[src/rtl/dir_home.sv]
`timescale 1ns/1ps
module dir_home #(
  parameter int NODES  = 4,
  parameter int BLOCKS = 8,
  parameter int QDEPTH = 4,
  localparam int NW = (NODES  > 1) ? $clog2(NODES)  : 1,
  localparam int AW = (BLOCKS > 1) ? $clog2(BLOCKS) : 1
)(
  input  logic          clk,
  input  logic          rst_n,
  input  logic          req_valid,
  output logic          req_ready,
  input  logic [1:0]    req_type,
  input  logic [NW-1:0] req_src,
  input  logic [AW-1:0] req_addr,
  input  logic          rsp_valid,
  output logic          rsp_ready,
  input  logic          rsp_type,
  input  logic [NW-1:0] rsp_src,
  input  logic [AW-1:0] rsp_addr,
  output logic          out_valid,
  input  logic          out_ready,
  output logic [2:0]    out_type,
  output logic [NW-1:0] out_dst,
  output logic [AW-1:0] out_addr
);
  localparam int CW = $clog2(NODES + 1);
  localparam int QW = $clog2(QDEPTH + 1);
  localparam int PW = (QDEPTH > 1) ? $clog2(QDEPTH) : 1;
  localparam int MW = 3 + NW + AW;

  localparam logic [1:0] Q_WR = 2'd1, Q_UPG = 2'd2;
  localparam logic       R_ACK = 1'b0, R_OD = 1'b1;
  localparam logic [2:0] O_DATA = 3'd0, O_GRANT = 3'd1, O_INV = 3'd2, O_FWD = 3'd3, O_WB = 3'd4;
  localparam logic [1:0] S_UNC = 2'd0, S_SHR = 2'd1, S_MOD = 2'd2;
  localparam logic [1:0] K_UPG = 2'd0, K_WINV = 2'd1, K_FWR = 2'd2, K_FRD = 2'd3;
  localparam logic [1:0] E_IDLE = 2'd0, E_INV = 2'd1, E_TAIL = 2'd2;

  function automatic logic [NW-1:0] low_idx(input logic [NODES-1:0] m);
    low_idx = '0;
    for (int i = NODES - 1; i >= 0; i--) if (m[i]) low_idx = NW'(i);
  endfunction

  function automatic logic [CW-1:0] popc(input logic [NODES-1:0] m);
    popc = '0;
    for (int i = 0; i < NODES; i++) popc = popc + CW'(m[i]);
  endfunction

  logic [1:0]       st  [BLOCKS];
  logic [NODES-1:0] shr [BLOCKS];
  logic             bsy [BLOCKS];
  logic [1:0]       knd [BLOCKS];
  logic [NW-1:0]    prq [BLOCKS];
  logic [CW-1:0]    acn [BLOCKS];

  logic [1:0]       e_st;
  logic [NODES-1:0] e_mask;
  logic [AW-1:0]    e_addr;
  logic [NW-1:0]    e_dst;

  logic [MW-1:0] mem [QDEPTH];
  logic [PW-1:0] wp, rp;
  logic [QW-1:0] cnt;
  logic full, idle, take_rsp, take_req, pop;

  assign full      = (cnt == QW'(QDEPTH));
  assign idle      = (e_st == E_IDLE);
  assign take_rsp  = idle && !full && rsp_valid;
  assign rsp_ready = take_rsp;
  assign req_ready = idle && !full && !rsp_valid && !bsy[req_addr];
  assign take_req  = req_valid && req_ready;
  assign out_valid = (cnt != '0);
  assign pop       = out_valid && out_ready;
  assign {out_type, out_dst, out_addr} = mem[rp];

  logic [AW-1:0]    sel_a;
  logic [1:0]       c_st, c_kd;
  logic [NODES-1:0] c_sh, sbit, others, e_mnext;
  logic [NW-1:0]    c_pr, own;
  logic [CW-1:0]    c_ac;
  logic             push, we, go_inv, go_tail;
  logic [2:0]       p_type;
  logic [NW-1:0]    p_dst;
  logic [AW-1:0]    p_addr;
  logic [1:0]       w_st, w_kd;
  logic [NODES-1:0] w_sh;
  logic             w_bsy;
  logic [NW-1:0]    w_pr;
  logic [CW-1:0]    w_ac;

  assign e_mnext = e_mask & ~(NODES'(1) << low_idx(e_mask));

  always_comb begin
    sel_a  = take_rsp ? rsp_addr : req_addr;
    c_st   = st[sel_a];
    c_sh   = shr[sel_a];
    c_kd   = knd[sel_a];
    c_pr   = prq[sel_a];
    c_ac   = acn[sel_a];
    own    = low_idx(c_sh);
    sbit   = NODES'(1) << req_src;
    others = c_sh & ~sbit;
    push = 1'b0; p_type = O_DATA; p_dst = '0; p_addr = sel_a;
    we = 1'b0; w_st = c_st; w_sh = c_sh; w_bsy = bsy[sel_a];
    w_kd = c_kd; w_pr = c_pr; w_ac = c_ac;
    go_inv = 1'b0; go_tail = 1'b0;
    if (e_st == E_INV) begin
      if (!full) begin
        push = 1'b1; p_type = O_INV; p_dst = low_idx(e_mask); p_addr = e_addr;
      end
    end else if (e_st == E_TAIL) begin
      if (!full) begin
        push = 1'b1; p_type = O_DATA; p_dst = e_dst; p_addr = e_addr;
      end
    end else if (take_rsp) begin
      if (bsy[sel_a]) begin
        if (rsp_type == R_ACK && (c_kd == K_UPG || c_kd == K_WINV)) begin
          we = 1'b1;
          w_ac = c_ac - CW'(1);
          if (c_ac == CW'(1)) begin
            push = 1'b1; p_type = (c_kd == K_UPG) ? O_GRANT : O_DATA; p_dst = c_pr;
            w_st = S_MOD; w_sh = NODES'(1) << c_pr; w_bsy = 1'b0;
          end
        end else if (rsp_type == R_OD && rsp_src == own && c_kd == K_FWR) begin
          we = 1'b1; push = 1'b1; p_type = O_DATA; p_dst = c_pr;
          w_st = S_MOD; w_sh = NODES'(1) << c_pr; w_bsy = 1'b0;
        end else if (rsp_type == R_OD && rsp_src == own && c_kd == K_FRD) begin
          we = 1'b1; push = 1'b1; p_type = O_WB; p_dst = own; go_tail = 1'b1;
          w_st = S_SHR; w_sh = c_sh | (NODES'(1) << c_pr); w_bsy = 1'b0;
        end
      end
    end else if (take_req) begin
      we = 1'b1;
      w_pr = req_src;
      if (c_st == S_MOD && own != req_src) begin
        push = 1'b1; p_type = O_FWD; p_dst = own;
        w_bsy = 1'b1; w_kd = (req_type == Q_WR || req_type == Q_UPG) ? K_FWR : K_FRD;
      end else if (req_type != Q_WR && req_type != Q_UPG) begin
        push = 1'b1; p_type = O_DATA; p_dst = req_src;
        if (c_st != S_MOD) begin
          w_st = S_SHR; w_sh = c_sh | sbit;
        end
      end else if (c_st == S_SHR && others != '0) begin
        go_inv = 1'b1; w_bsy = 1'b1; w_ac = popc(others);
        w_kd = (req_type == Q_UPG && c_sh[req_src]) ? K_UPG : K_WINV;
      end else begin
        push = 1'b1; p_dst = req_src;
        p_type = (req_type == Q_UPG && c_st == S_SHR) ? O_GRANT : O_DATA;
        w_st = S_MOD; w_sh = sbit;
      end
    end
  end

  always_ff @(posedge clk) begin
    if (!rst_n) begin
      for (int b = 0; b < BLOCKS; b++) begin
        st[b] <= S_UNC; shr[b] <= '0; bsy[b] <= 1'b0;
        knd[b] <= K_UPG; prq[b] <= '0; acn[b] <= '0;
      end
      e_st <= E_IDLE; e_mask <= '0; e_addr <= '0; e_dst <= '0;
    end else begin
      if (we) begin
        st[sel_a] <= w_st; shr[sel_a] <= w_sh; bsy[sel_a] <= w_bsy;
        knd[sel_a] <= w_kd; prq[sel_a] <= w_pr; acn[sel_a] <= w_ac;
      end
      case (e_st)
        E_INV: if (!full) begin
          e_mask <= e_mnext;
          if (e_mnext == '0) e_st <= E_IDLE;
        end
        E_TAIL: if (!full) e_st <= E_IDLE;
        default: begin
          if (go_inv) begin
            e_st <= E_INV; e_mask <= others; e_addr <= req_addr;
          end else if (go_tail) begin
            e_st <= E_TAIL; e_dst <= c_pr; e_addr <= rsp_addr;
          end
        end
      endcase
    end
  end

  always_ff @(posedge clk) begin
    if (!rst_n) begin
      wp <= '0; rp <= '0; cnt <= '0;
    end else begin
      if (push) begin
        mem[wp] <= {p_type, p_dst, p_addr};
        wp <= (wp == PW'(QDEPTH - 1)) ? '0 : wp + PW'(1);
      end
      if (pop) rp <= (rp == PW'(QDEPTH - 1)) ? '0 : rp + PW'(1);
      cnt <= cnt + QW'(push) - QW'(pop);
    end
  end

  a_r11_out_hold: assert property (@(posedge clk) disable iff (!rst_n)
    out_valid && !out_ready |=> out_valid && $stable(out_type) && $stable(out_dst) && $stable(out_addr));
  a_r11_count_bound: assert property (@(posedge clk) disable iff (!rst_n) cnt <= QW'(QDEPTH));

  for (genvar g = 0; g < BLOCKS; g++) begin : g_chk
    a_r1_mod_one_owner: assert property (@(posedge clk) disable iff (!rst_n)
      st[g] == S_MOD |-> $countones(shr[g]) == 1);
    a_r1_shr_nonempty: assert property (@(posedge clk) disable iff (!rst_n)
      st[g] == S_SHR |-> shr[g] != '0);
    a_r1_unc_empty: assert property (@(posedge clk) disable iff (!rst_n)
      st[g] == S_UNC |-> shr[g] == '0);
    a_r6_ack_pending: assert property (@(posedge clk) disable iff (!rst_n)
      bsy[g] && (knd[g] == K_UPG || knd[g] == K_WINV) |-> acn[g] != '0);
  end
endmodule

[config.mk]
export PLATFORM = sky130hd
export DESIGN_NAME = dir_home
export DESIGN_NICKNAME = d
export VERILOG_FILES = /design/src/rtl/dir_home.sv
export SDC_FILE = /design/constraint.sdc
export NUM_CORES = 1
export LEC_CHECK = 0
export CORE_UTILIZATION = 26
export CTS_CLUSTER_DIAMETER = 40
export DETAILED_ROUTE_END_ITERATION = 10
export DONT_BUFFER_PORTS = 1
export PLACE_DENSITY = 0.42
export SETUP_SLACK_MARGIN = 0.4
export SLEW_MARGIN = 15
export SYNTH_ARGS = -nofsm -noshare
export SYNTH_HDL_FRONTEND = slang
export SYNTH_SLANG_ARGS = --single-unit
[constraint.sdc]
create_clock -name clk -period 6.5 [get_ports clk]
set_input_delay 1.625 -clock clk [delete_from_list [all_inputs] [get_ports clk]]
set_output_delay 1.625 -clock clk [all_outputs]
set_load 0.01 [all_outputs]
**Yosys cells after proc, flatten, opt, wreduce, memory -nomap -nowiden**

Memories as Yosys holds them, arrays and structs flattened. A register that Yosys moved wholly into a read port is not among the register bits.
Index checks and enable logic that the tools add are counted.

- Add/sub/neg operators: 8
- $lt $le $gt $ge: 1
- Equality and inequality tests: 21
- Shifts and indexed selects: 3
- Muxes and demuxes: 175
- Bitwise logic cells: 10
- Reduce and logical (&&, ||, !) cells: 39

Operators by type and width:

| kind | number |
|---|---|
| $mux 2 | 61 |
| $mux 3 | 29 |
| $mux 1 | 66 |
| $mux 4 | 16 |
| $logic_and 1x1->1 | 15 |
| $eq 2x2->1 const B | 7 |
| $shl 1x2->4 const A | 3 |
| $and 4x4->4 | 2 |
| $eq 2x1->1 const B | 4 |
| $ne 2x2->1 const B | 4 |
| $not 4->4 | 2 |
| $or 4x4->4 | 2 |
| $pmux 4 s2 | 1 |
| $reduce_bool 4->1 | 2 |
| $reduce_or 2->1 | 4 |
| $add 3x1->3 | 2 |
| $reduce_and 3->1 | 2 |
| $add 2x1->2 const B | 2 |
| $logic_not 2->1 | 2 |
| $logic_not 4->1 | 1 |
| $ne 2x1->1 const B | 2 |
| $not 1->1 | 4 |
| $pmux 2 s2 | 1 |
| $reduce_and 4->1 | 1 |
| 18 further kinds | 22 |

- Register bits: 18
- RAM bits: 144
- Input bits: 18
- Word-level logic and storage cells: 271
- Memories kept: 7

Memory list:

| memory | depth | width | read ports | clocked after memory_dff | write ports | line | RTL |
|---|---|---|---|---|---|---|---|
| mem | 4 | 8 | 1 | 1 | 1 | 61 | `logic [MW-1:0] mem [QDEPTH];` |
| shr | 8 | 4 | 1 | 0 | 8 | 50 | `logic [NODES-1:0] shr [BLOCKS];` |
| acn | 8 | 3 | 1 | 0 | 8 | 54 | `logic [CW-1:0] acn [BLOCKS];` |
| knd | 8 | 2 | 1 | 0 | 8 | 52 | `logic [1:0] knd [BLOCKS];` |
| prq | 8 | 2 | 1 | 0 | 8 | 53 | `logic [NW-1:0] prq [BLOCKS];` |
| st | 8 | 2 | 1 | 0 | 8 | 49 | `logic [1:0] st [BLOCKS];` |
| +1 memories | -- | -- | -- | -- | -- | -- |  |

**Longest topological paths before layout**

Gate-level depths: netlist of run 1.
An unclocked memory read counts as a cell.

- Word-level depth: 25
- Gate-level depth with buffers: 25
- Gate-level depth less buffers: 22

**Least setup slack after synthesis of run 1**

No wires, ideal clock.

- Path kind: input port to flip-flop
- Start: input port rsp_valid
- End: register cnt[2]
- Arrival time: 5.759 ns
- Data required time: 6.372 ns
- Path slack: 0.613 ns
- Cell stages on the path: 22
- Path buffers: 3
- Cell sequence: and2_1 -> clkbuf_1 -> a211oi_1 -> nor2_1 -> a211oi_1 -> or4_1 -> clkbuf_1 -> nor2_1 -> inv_1 -> ha_1 -> o221a_2 -> or4_1 -> clkbuf_1 -> a21oi_1 -> a2bb2oi_2 -> xor2_1 -> ha_1 -> inv_1 -> fa_1 -> xor2_1 -> xnor2_1 -> nor2_1

- Word-level cells in the longest chain between the ends: 19

RTL lines:

| element | line | RTL |
|---|---|---|
| from (decl) | 16 | `input logic rsp_valid,` |
| $logic_and 1x1->1 | 68 | `assign take_rsp = idle && !full && rsp_valid;` |
| $mux 3 | 94 | `sel_a = take_rsp ? rsp_addr : req_addr;` |
| $mem_v2 8x4 | -- |  |
| $mux 2 (4 in series) | 41 | `for (int i = NODES - 1; i >= 0; i--) if (m[i]) low_idx = NW'(i);` |
| $eq 2x2->1 | 124, 127 |  |
| $logic_and 1x1->1 | 124, 127 |  |
| $logic_and 1x1->1 | 127 | `end else if (rsp_type == R_OD && rsp_src == own && c_kd == K_FRD) begin` |
| $mux 1 | 127 |  |
| $mux 1 | 124 | `end else if (rsp_type == R_OD && rsp_src == own && c_kd == K_FWR) begin` |
| $mux 1 | 117 | `if (rsp_type == R_ACK && (c_kd == K_UPG \|\| c_kd == K_WINV)) begin` |
| $mux 1 | 116 | `if (bsy[sel_a]) begin` |
| $mux 1 * | 115 | `end else if (take_rsp) begin` |
| $mux 1 * | 111 | `end else if (e_st == E_TAIL) begin` |
| $mux 1 * | 107 | `if (e_st == E_INV) begin` |
| $add 3x1->3 * | 192 | `cnt <= cnt + QW'(push) - QW'(pop);` |
| $sub 3x1->3 * | 192 |  |
| to (signal assigned) | 192 |  |
| to (decl) | 63 | `logic [QW-1:0] cnt;` |

Every way passes the cells marked *; elsewhere a longest branch is shown, timed or not.
A chain may end at the register's enable or synchronous reset.

**Worst setup path in the final report of run 1**

Ends and elaborated chain as after synthesis.

==> summary.md, run 1 <==
| Metric | Value |
|---|---|
| Critical path peak fanout | 11 |
| Most frequent cells in the layout | 136 x edfxtp_1, 134 x nor2_1, 65 x nand2_1, 61 x a21oi_1, 43 x buf_4 |
| Ys Warns | 0 |
| Setup Crit Path Kind | in -> reg |
| Reg-to-Reg End | cnt[2] |
| Die span in x | 186.8 um |
| Share of cells above drive strength 1 | 15.57% |
| Worst R2R Start | e_st[1] |
| Initial Util | 26.47% |
| Crit path cell chain | and2_1, a211oi_1, nor2_1, a211oi_1, or4_1, nor2_1, inv_1, ha_1, o221a_2, or4_1, a21oi_1, a2bb2oi_2, xor2_1, ha_1, inv_1, fa_1, xor2_1, xnor2_1, nor2_1 |
| CP peak stage delay | 0.60 ns |
| Netlist Area Pre-Place | 8877 um2 |
| Clock skew | 0.02181 ns |
| Fin cells | 1315 |
| Drt pass-1 iters | 5 |
| Crit-path slowest cell | or4_1 |
| Most frequent CP cell | nor2_1 |
| Compound-Gate Fraction of Synth Area | 17.91% |
| Avg WL per Cell | 23.63 um |
| Die ar. | 34890 um2 |
| Total GRT Usage | 17.98% |
| Routed Antenna Nets | 0 |
| Max VDD drop | 0.0001806 V |
| DRC violations left | 0 |
| Status | finished clean |
| Clk_lat worst skew | 0.44 ns |
| Rel. slew slack | 30.30% |
| Final Cycle Share | 87.92% |
| Rows | 67 |
| Worst Setup Start Kind | primary input |
| Fin Hold WS | 0.4766 ns |
| Vias in the first global route | 6774 |
| Overflow after GRT | 0 |
| CTS Buf Count | 17 |
| Vias/cell | 5.316 |
| Number of flops mapped to enable cells by yosys | 136 |
| Synth Area in Adders | 2.565% |
| DR vias | 6991 |
| Setup repair bufs after CTS | 0 |
| I/O Buffers | 0 |
| Layout area overhead | 13.46% |
| Top Ports | 29 |
| GP Congestion | 0.9064 |
| Initial antenna violation count | 0 |
| First-pass GRT wire length | 45910 um |
| Register area share after synthesis | 52.32% |
| Maximum buffer depth of the clock tree | 2 |
| NumNets Final | 889 |
| Post-Synthesis Cells | 849 |
| Die Ht | 186.8 um |
| Initial drt markers | 677 |
| RSZ-0062 raised after global routing | no |
| Commonest non-fill, non-tap cell in the layout | edfxtp_1 |
| Combinational family with the most area after synthesis | simple AND/OR/NAND/NOR gates |
| Final setup vio count | 0 |
| Crit. End Element | flip-flop |
| CTS tree | done |
| Root buf cell | clkbuf_16 |
| Core box area | 33530 um2 |
| CP endpoint | cnt[2] |
| Worst EP arrival | 6.01 ns |
| Ant. Diodes | 0 |
| Simple-Gate Fraction of Synth Area | 18.55% |
| Worst-margin pin slew | 1.042 ns |
| Cell variety after synth | 89 |
| Reg2Reg Depth | 21 |
| Clock transition at the registers of the reported paths | 0.07 ns |
| Mux share of post-synthesis cell area | 4.454% |
| Endpoints failing hold | 0 |
| Achievable Freq | 175.0 MHz |
| CTS Hold Buffers Added | 0 |
| Async SR Flop Fraction | 0% |
| Fin Setup TNS | 0 ns |
| Hold Crit Class | reg -> reg |
| Tmin final | 5.715 ns |
| Largest net degree at the start of global routing | 26 |
| Xor/xnor cell area share of the yosys netlist | 0.2960% |
| Primary FF master, synth | edfxtp_1 |
| Hold path depth | 2 |
| Clock sinks | 164 |
| Resize count post-CTS | 0 |
| CP Data Required Time | 6.79 ns |
| Final Slew Violations | 0 |
| Cell Pwr Density | 327.2 nW/um2 |
| Max Cap Viol | 0 |
| CTS H-tree depth | 4 |
| Final worst setup slack | 0.7854 ns |
| Drt total wl | 31080 um |
| Dpl cells | 1283 |
| Post-place setup slack | 0.3624 ns |
| Leakage | 3.486 nW |
| Flops & latches, synth | 164 |
| Syn nets | 884 |
| Synthesized area per cell | 10.46 um2 |
| CP Launch Point | rsp_valid |
| DP HPWL | 22620 um |
| R2r setup slk | 1.26 ns |
-- area by class of cell --
class	instances	area, um2
well taps	448	560.5
flip-flops and latches	164	4644
inverters	22	82.58
multi-input cells	605	3886
clock inverters	13	122.6
repair buffers	44	342.8
fillers	3460	23460
clock buffers	19	432.9
-- critical path, delay by kind of cell --
| kind | cells | cell delay (ns) |
|---|---|---|
| xor gates and xnor gates | 3 | 0.47 |
| buffers and inverters | 2 | 0.16 |
| and+or+nand+nor | 6 | 2.07 |
| adders and majority gates | 3 | 0.73 |
| AOI/OAI and AO/OA | 5 | 0.93 |
-- state kept, by name, indices dropped and copies added, names as in the netlist, named ones only --
signal  cells
mem        32
shr        32
acn        24
knd        16
prq        16
st         16
bsy         8
e_mask      4
cnt         3
e_addr      3
e_dst       2
e_st        2
rp          2
wp          2
-- cell families after synthesis --
group                      after synthesis
AOI/OAI and AO/OA                      223
xor gates and xnor gates                 3
adders and majority gates               17
buffers and inverters                   80
DFF                                    164
muxes                                   25
and+or+nand+nor                        337
-- worst min-delay path by stage --
stage,startpoint,to
global placement,bsy[2],bsy[2]
finish,bsy[1],bsy[1]
CTS,bsy[7],bsy[7]
detailed placement,bsy[7],bsy[7]
global route,bsy[2],bsy[2]
floorplan,bsy[0],bsy[0]
-- where the power goes --
group	internal, W	switching (W)
Clock	0.000533	0.000448
Sequential	0.00120	0.0000408
Combinational	0.000338	0.000735
Total	0.00207	0.00122
-- through the flow --
step | utilization (%) | power, W | instance area (um2)
floorplan | - | 0.001938 | 8877
global placement | 28.38 | 0.002328 | 9517
detailed placement | 28.38 | 0.002328 | 9517
CTS | 30.04 | 0.003312 | 10070
global route | 30.04 | 0.003441 | 10070
finish | 30.04 | 0.003296 | 10070
-- per-layer routing --
layer  up-vias  part of all wire (%)  track usage [%]
li1       3202                     -                -
met3        39                   7.0            3.348
met2       250                    47            29.51
met4         0                   2.0            5.328
met1      3500                    44            24.03
met5         -                     0                0
-- synthesized netlist by cell type, drive strengths merged, types with 3 or more instances --
cell,instances,area (um2)
a21oi,61,305.3
a21o,4,30.03
o32ai,4,42.55
mux4,11,247.7
a222oi,4,40.04
o21ai,37,192.7
nand2b,4,25.02
nor3,13,70.07
a311oi,3,26.28
and4,4,37.54
mux2,3,33.78
a221o,3,30.03
a21boi,6,45.04
a22oi,11,92.58
edfxtp,136,4084
nor2,147,589.3
nand3,22,110.1
nor4,11,96.34
a22o,4,35.03
or3,9,56.30
and2,19,121.4
or4,5,37.54
and3,11,68.82
o31ai,4,48.79
nand4,9,56.30
o41ai,3,26.28
o211ai,9,67.56
inv,22,82.58
buf,26,143.9
or2,8,50.05
o21a,6,45.04
clkbuf,32,120.1
ha,15,187.7
a211oi,22,182.7
a211o,4,35.03
dfxtp,28,560.5
mux2i,11,113.9
a32oi,4,35.03
a31o,3,26.28
a221oi,5,62.56
a31oi,5,31.28
nand2,65,244.0
o221ai,3,26.28
(Power assumes the default switching activity.)
==> inputs of run 2 (changes only) <==
Settings changed: CELL_PAD_IN_SITES_DETAIL_PLACEMENT set to 1, CELL_PAD_IN_SITES_GLOBAL_PLACEMENT set to 1, PLACE_DENSITY 0.42 to 0.49.
==> run 2 against run 1 <==
- register-to-register slack got worse by 0.28 ns
- via count increased by 1.5%
- cell area increased by 0.88%
- power increased by 2.5%
- setup slack got worse by 0.083 ns
- first-iteration DRC count decreased by 8.9%
- die area unchanged
- combinational power about the same
- sequential cell count unchanged
- core utilization increased by 0.26 points
==> summary.md, run 2 (synthesized netlist as in run 1, its figures left out) <==
| Metric | Value |
|---|---|
| CP peak stage delay | 0.76 ns (was 0.60 ns) |
| Critical path peak fanout | 11 (unchanged) |
| Root buf cell | clkbuf_16 (unchanged) |
| Endpoints failing hold | 0 (unchanged) |
| Reg2Reg Depth | 18 (was 21) |
| Clock sinks | 164 (unchanged) |
| M3 GR Usage | 3.329% (was 3.348%) |
| Worst EP arrival | 6.10 ns (was 6.01 ns) |
| Reg-to-Reg End | cnt[2] (unchanged) |
| Crit. End Element | flip-flop (unchanged) |
| CP Launch Point | rsp_valid (unchanged) |
| Total GRT Usage | 19.29% (was 17.98%) |
| Top Family by Delay on Critical Path | compound AO/OA/AOI/OAI gates (was simple AND/OR/NAND/NOR gates) |
| Max Cap Viol | 0 (unchanged) |
| Final Cycle Share | 89.19% (was 87.92%) |
| Avg WL per Cell | 25.05 um (was 23.63 um) |
| Ant. Diodes | 0 (unchanged) |
| Clock transition at the registers of the reported paths | 0.08 ns (was 0.07 ns) |
| Die Ht | 186.8 um (unchanged) |
| Top Ports | 29 (unchanged) |
| Layout area overhead | 14.46% (was 13.46%) |
| Worst R2R Start | cnt[1] (was e_st[1]) |
| Routed Antenna Nets | 0 (unchanged) |
| Vias/cell | 5.386 (was 5.316) |
| Overflow after GRT | 0 (unchanged) |
| CTS tree | done (unchanged) |
| R2r setup slk | 0.98 ns (was 1.26 ns) |
| Hold path depth | 2 (unchanged) |
| Hold Crit Class | reg -> reg (unchanged) |
| Initial antenna violation count | 0 (unchanged) |
| CTS H-tree depth | 4 (unchanged) |
| Most frequent cells in the layout | 136 x edfxtp_1, 133 x nor2_1, 65 x nand2_1, 61 x a21oi_1, 45 x buf_4 (was 136 x edfxtp_1, 134 x nor2_1, 65 x nand2_1, 61 x a21oi_1, 43 x buf_4) |
| Crit-path slowest cell | a21oi_1 (was or4_1) |
| Hold path endpoint | bsy[7] (was bsy[1]) |
| Setup Crit Path Kind | in -> reg (unchanged) |
| RSZ-0062 raised after global routing | no (unchanged) |
| Cell Pwr Density | 332.6 nW/um2 (was 327.2 nW/um2) |
| Core box area | 33530 um2 (unchanged) |
| GRT met2 Usage | 31.60% (was 29.51%) |
| Largest net degree at the start of global routing | 26 (unchanged) |
| Worst Setup Start Kind | primary input (unchanged) |
| GR Util met1 | 25.95% (was 24.03%) |
| Clk_lat worst skew | 0.44 ns (about the same) |
| Final Util | 30.30% (was 30.04%) |
| Share of cells above drive strength 1 | 16.11% (was 15.57%) |
| NumNets Final | 891 (was 889) |
| DR vias | 7094 (was 6991) |
| Fin Setup TNS | 0 ns (unchanged) |
| Most frequent CP cell | a21oi_1 (was nor2_1) |
| Drt pass-1 iters | 7 (was 5) |
| Rel. slew slack | 30.40% (was 30.30%) |
| Maximum buffer depth of the clock tree | 2 (unchanged) |
| Leakage | 3.535 nW (was 3.486 nW) |
| Commonest non-fill, non-tap cell in the layout | edfxtp_1 (unchanged) |
| I/O Buffers | 0 (unchanged) |
| Worst-margin pin slew | 1.037 ns (was 1.042 ns) |
| Die ar. | 34890 um2 (unchanged) |
| Die span in x | 186.8 um (unchanged) |
| Drt total wl | 32990 um (was 31080 um) |
| Clock skew | 0.01993 ns (was 0.02181 ns) |
| Tmin final | 5.797 ns (was 5.715 ns) |
| Max VDD drop | 0.0001749 V (was 0.0001806 V) |
| Status | finished clean (unchanged) |
| Min-delay src | bsy[7] (was bsy[1]) |
| CP Data Required Time | 6.80 ns (was 6.79 ns) |
| Biggest regs | mem x32, shr x32, acn x24 (unchanged) |
| Initial drt markers | 617 (was 677) |
| Crit path buffers/inverters | 1 (was 2) |
| Final setup vio count | 0 (unchanged) |
| CTS Buf Count | 17 (unchanged) |
| GP Congestion | 0.8483 (was 0.9064) |
| Vias in the first global route | 7221 (was 6774) |
| Rows | 67 (unchanged) |
| Setup repair bufs after CTS | 0 (unchanged) |
| Most used routing layer | met2 (unchanged) |
| First-pass GRT wire length | 49470 um (was 45910 um) |
| DP HPWL | 24140 um (was 22620 um) |
| Final Slew Violations | 0 (unchanged) |
| Crit path cell chain | and2_1, a21oi_1, o21ai_0, a21oi_1, or4_1, nand2_1, ha_1, o221a_2, or4_1, a21oi_1, a2bb2oi_2, xor2_1, ha_1, inv_1, fa_1, xor2_1, xnor2_1, nor2_1 (was and2_1, a211oi_1, nor2_1, a211oi_1, or4_1, nor2_1, inv_1, ha_1, o221a_2, or4_1, a21oi_1, a2bb2oi_2, xor2_1, ha_1, inv_1, fa_1, xor2_1, xnor2_1, nor2_1) |
| DRC violations left | 0 (unchanged) |
| Achievable Freq | 172.5 MHz (was 175.0 MHz) |
| Initial Util | 26.47% (unchanged) |
## run 2: how the worst max path moves through the flow
stage	depth (start not counted)	slack, ns	endpoint
2_1_floorplan	22	0.61	cnt[2]
3_3_place_gp	18	0.37	cnt[2]
3_5_place_dp	19	0.33	cnt[2]
4_1_cts	18	0.75	cnt[2]
5_1_grt	19	0.42	cnt[2]
6_report	18	0.70	cnt[2]
## run 2: timing repair
| item | CTS | global route |
|---|---|---|
| gates resized for setup | 0 | 1 |
| hold buffers | 0 | 0 |
| setup endpoints to repair | 0 | 1 |
## run 2: per-stage QoR
| stage | area (um2) | instances | hold WS (ns) | power [W] | setup WS [ns] |
|---|---|---|---|---|---|
| floorplan | 8877 | 849 | 0.4441 | 0.001938 | 0.6133 |
| global placement | 9532 | 1285 | 0.4676 | 0.002338 | 0.3678 |
| detailed placement | 9532 | 1285 | 0.4752 | 0.002342 | 0.3261 |
| CTS | 10160 | 1317 | 0.4934 | 0.003410 | 0.7463 |
| global route | 10160 | 1317 | 0.5135 | 0.003544 | 0.4246 |
| finish | 10160 | 1317 | 0.4893 | 0.003379 | 0.7025 |
## run 2: area by class of cell
class / instances / area (um2)
flip-flops and latches: 164 / 4644
inverters: 22 / 82.58
well taps: 448 / 560.5
clock inverters: 15 / 201.4
fillers: 3778 / 23370
repair buffers: 46 / 357.8
clock buffers: 17 / 425.4
multi-input cells: 605 / 3889
## run 2: metal layers
metal	routed length [um]	vias to the layer above
met3	1854	43
met4	727	0
met5	0	-
met2	15650	219
met1	14750	3614
li1	-	3218
## run 2: worst register-to-register path, delay by kind of cell, from the launching register on
| kind | cells | cell delay [ns] |
|---|---|---|
| AND/OR/NAND/NOR | 5 | 1.85 |
| AO/OA/AOI/OAI | 6 | 1.91 |
| buffers and inverters | 1 | 0.05 |
| adder cells (fa/ha/maj) | 3 | 0.73 |
| flip-flops | 1 | 0.38 |
| XOR/XNOR | 3 | 0.49 |
## run 2: where the power goes
part,internal (W),switching (W)
clock,0.000529,0.000531
combinational,0.000335,0.000743
sequential,0.00120,0.0000414
==> inputs of run 3 (changes only) <==
Settings changed: CORE_UTILIZATION 26 to 51, PLACE_DENSITY 0.49 to 0.83.
==> run 3 against run 2 <==
- die area is 49% lower
- register-to-register slack better by 0.03 ns
- cell count is 18% lower
- non-clock buffer count is 9 lower
- largest power group unchanged
- clock power hardly changed
- cell area is 3.8% lower
- sequential cell count stayed put
- first-iteration DRC count is 16% higher
- setup slack worse by 0.044 ns
- core utilization is 28 points higher
- worst hold slack worse by 0.0040 ns
- wire length is 3.6% lower
==> summary.md, run 3 (synthesized netlist as in run 1, its figures left out) <==
| Metric | Value |
|---|---|
| Status | finished clean (unchanged) |
| Highest metal used | met4 (unchanged) |
| I/O Buffers | 0 (unchanged) |
| CP Data Required Time | 6.81 ns (was 6.80 ns) |
| Worst EP arrival | 6.15 ns (was 6.10 ns) |
| First-pass GRT wire length | 47960 um (was 49470 um) |
| Final setup vio count | 0 (unchanged) |
| Fin cells | 1080 (was 1317) |
| Fin Hold WS | 0.4852 ns (was 0.4893 ns) |
| Resize count post-CTS | 0 (unchanged) |
| Min-delay src | bsy[2] (was bsy[7]) |
| Initial antenna violation count | 0 (unchanged) |
| Clock sinks | 164 (unchanged) |
| Share of cells above drive strength 1 | 15.23% (was 16.11%) |
| Top Ports | 29 (unchanged) |
| DR vias | 7448 (was 7094) |
| Avg WL per Cell | 29.45 um (was 25.05 um) |
| Biggest regs | mem x32, shr x32, acn x24 (unchanged) |
| Vias/cell | 6.896 (was 5.386) |
| Achievable Freq | 171.2 MHz (was 172.5 MHz) |
| Ant. Diodes | 0 (unchanged) |
| Fin Setup TNS | 0 ns (unchanged) |
| Maximum buffer depth of the clock tree | 2 (unchanged) |
| Endpoints failing hold | 0 (unchanged) |
| Largest net degree at the start of global routing | 26 (unchanged) |
| Clk_lat worst skew | 0.45 ns (was 0.44 ns) |
| Die span in x | 133.9 um (was 186.8 um) |
| Dpl cells | 1048 (was 1285) |
| CTS H-tree depth | 4 (unchanged) |
| Most frequent cells in the layout | 136 x edfxtp_1, 134 x nor2_1, 65 x nand2_1, 61 x a21oi_1, 37 x buf_4 (was 136 x edfxtp_1, 133 x nor2_1, 65 x nand2_1, 61 x a21oi_1, 45 x buf_4) |
| Hold Crit Class | reg -> reg (unchanged) |
| Worst-margin pin slew | 0.9879 ns (was 1.037 ns) |
| Total GRT Usage | 37.18% (was 19.29%) |
| Critical path peak fanout | 7 (was 11) |
| Max Cap Viol | 0 (unchanged) |
| Die Ht | 133.9 um (was 186.8 um) |
| Max VDD drop | 0.0002187 V (was 0.0001749 V) |
| Most frequent CP cell | nor2_1 (was a21oi_1) |
| Reg2Reg Depth | 18 (unchanged) |
| Core box area | 16760 um2 (was 33530 um2) |
| Final Slew Violations | 0 (unchanged) |
| Tmin final | 5.842 ns (was 5.797 ns) |
| Clock skew | 0.01396 ns (was 0.01993 ns) |
| Cell Pwr Density | 343.7 nW/um2 (was 332.6 nW/um2) |
| WP depth | 16 (was 18) |
| Crit. End Element | flip-flop (unchanged) |
| Initial drt markers | 718 (was 617) |
| CTS Buf Count | 17 (unchanged) |
| RSZ-0062 raised after global routing | no (unchanged) |
| Final Cycle Share | 89.87% (was 89.19%) |
| Worst Setup Start Kind | primary input (unchanged) |
| CP endpoint | cnt[2] (unchanged) |
| R2r setup slk | 1.01 ns (was 0.98 ns) |
| Placed inst area | 9166 um2 (was 9532 um2) |
| Setup repair bufs after CTS | 0 (unchanged) |
| Rows | 47 (was 67) |
| Worst R2R Start | e_st[1] (was cnt[1]) |
| Post-route cell area | 9777 um2 (was 10160 um2) |
| Die ar. | 17940 um2 (was 34890 um2) |
| Root buf cell | clkbuf_16 (unchanged) |
| Metal3 WL | 2437 um (was 1854 um) |
| Setup Crit Path Kind | in -> reg (unchanged) |
| Layout area overhead | 10.13% (was 14.46%) |
| Routed Antenna Nets | 0 (unchanged) |
| DP HPWL | 23400 um (was 24140 um) |
| Routed wl met2 | 15660 um (was 15650 um) |
| Commonest non-fill, non-tap cell in the layout | edfxtp_1 (unchanged) |
| NumNets Final | 882 (was 891) |
| Drt pass-1 iters | 5 (was 7) |
| CTS Hold Buffers Added | 0 (unchanged) |
| CP Launch Point | rsp_valid (unchanged) |
| Crit path cell chain | nand2_1, o21ai_0, a22oi_1, a222oi_1, a22oi_1, or3_1, nor2_1, nor2_1, a2bb2oi_2, xor2_1, ha_1, inv_1, fa_1, xor2_1, xnor2_1, nor2_1 (was and2_1, a21oi_1, o21ai_0, a21oi_1, or4_1, nand2_1, ha_1, o221a_2, or4_1, a21oi_1, a2bb2oi_2, xor2_1, ha_1, inv_1, fa_1, xor2_1, xnor2_1, nor2_1) |
| Drt total wl | 31810 um (was 32990 um) |
| CTS tree | done (unchanged) |
| DRC violations left | 0 (unchanged) |
| Clock transition at the registers of the reported paths | 0.07 ns (was 0.08 ns) |
| Crit-path slowest cell | o21ai_0 (was a21oi_1) |
| Reg-to-Reg End | cnt[2] (unchanged) |
| Rel. slew slack | 33.70% (was 30.40%) |
| Initial Util | 52.97% (was 26.47%) |
| Leakage | 3.481 nW (was 3.535 nW) |
| Vias in the first global route | 7676 (was 7221) |
| GP Congestion | 0.9549 (was 0.8483) |
| CP peak stage delay | 0.65 ns (was 0.76 ns) |
| Overflow after GRT | 0 (unchanged) |
| Crit path buffers/inverters | 1 (unchanged) |
| Top Family by Delay on Critical Path | compound AO/OA/AOI/OAI gates (unchanged) |
| WL met1 | 12550 um (was 14750 um) |
[run 3: layout make-up]
type	count	area, um2
clock buffers	17	425.4
clock inverters	15	180.2
fillers	1774	6983
inverters	22	82.58
multi-input cells	605	3891
flip-flops and latches	164	4644
well taps	220	275.3
repair buffers	37	277.8
[run 3: worst register-to-register path, cell delays in order, from the launching register on]
cell and delay [ns]:
dfxtp_1 0.34, inv_1 0.09, ha_1 0.31, nand2_1 0.23, o21ai_0 0.65, a22oi_1 0.37, a222oi_1 0.62, a22oi_1 0.31
or3_1 0.54, nor2_1 0.24, nor2_1 0.13, a2bb2oi_2 0.36, xor2_1 0.20, ha_1 0.17, inv_1 0.05, fa_1 0.38
xor2_1 0.19, xnor2_1 0.14, nor2_1 0.05
[run 3: through the flow]
| step | setup WS (ns) | total power, W | util [%] |
|---|---|---|---|
| floorplan | 0.6133 | 0.001938 | - |
| global placement | 0.3773 | 0.002257 | 54.69 |
| detailed placement | 0.2904 | 0.002300 | 54.69 |
| CTS | 0.7236 | 0.003337 | 58.31 |
| global route | 0.4122 | 0.003463 | 58.34 |
| finish | 0.6584 | 0.003360 | 58.34 |
[run 3: how the worst min path moves through the flow]
| stage | endpoint | slack [ns] | cells after the start |
|---|---|---|---|
| finish | bsy[2] | 0.49 | 2 |
| global route | bsy[2] | 0.51 | 2 |
| CTS | bsy[2] | 0.49 | 2 |
| detailed placement | bsy[2] | 0.48 | 2 |
| global placement | bsy[2] | 0.46 | 2 |
| floorplan | bsy[0] | 0.44 | 2 |
[run 3: metal layers]
layer | global-route usage, % | vias to the layer above
li1 | - | 3181
met1 | 46.65 | 3809
met2 | 62.46 | 377
met3 | 6.992 | 81
met4 | 16.73 | 0
met5 | 0 | -
[run 3: power by group]
group          total, W  internal (W)  leakage, nW  switching, W
clock           0.00105      0.000552        0.295      0.000499
combinational   0.00106      0.000328         1.59      0.000734
sequential      0.00125       0.00120         1.60     0.0000463
total           0.00336       0.00208         3.48       0.00128
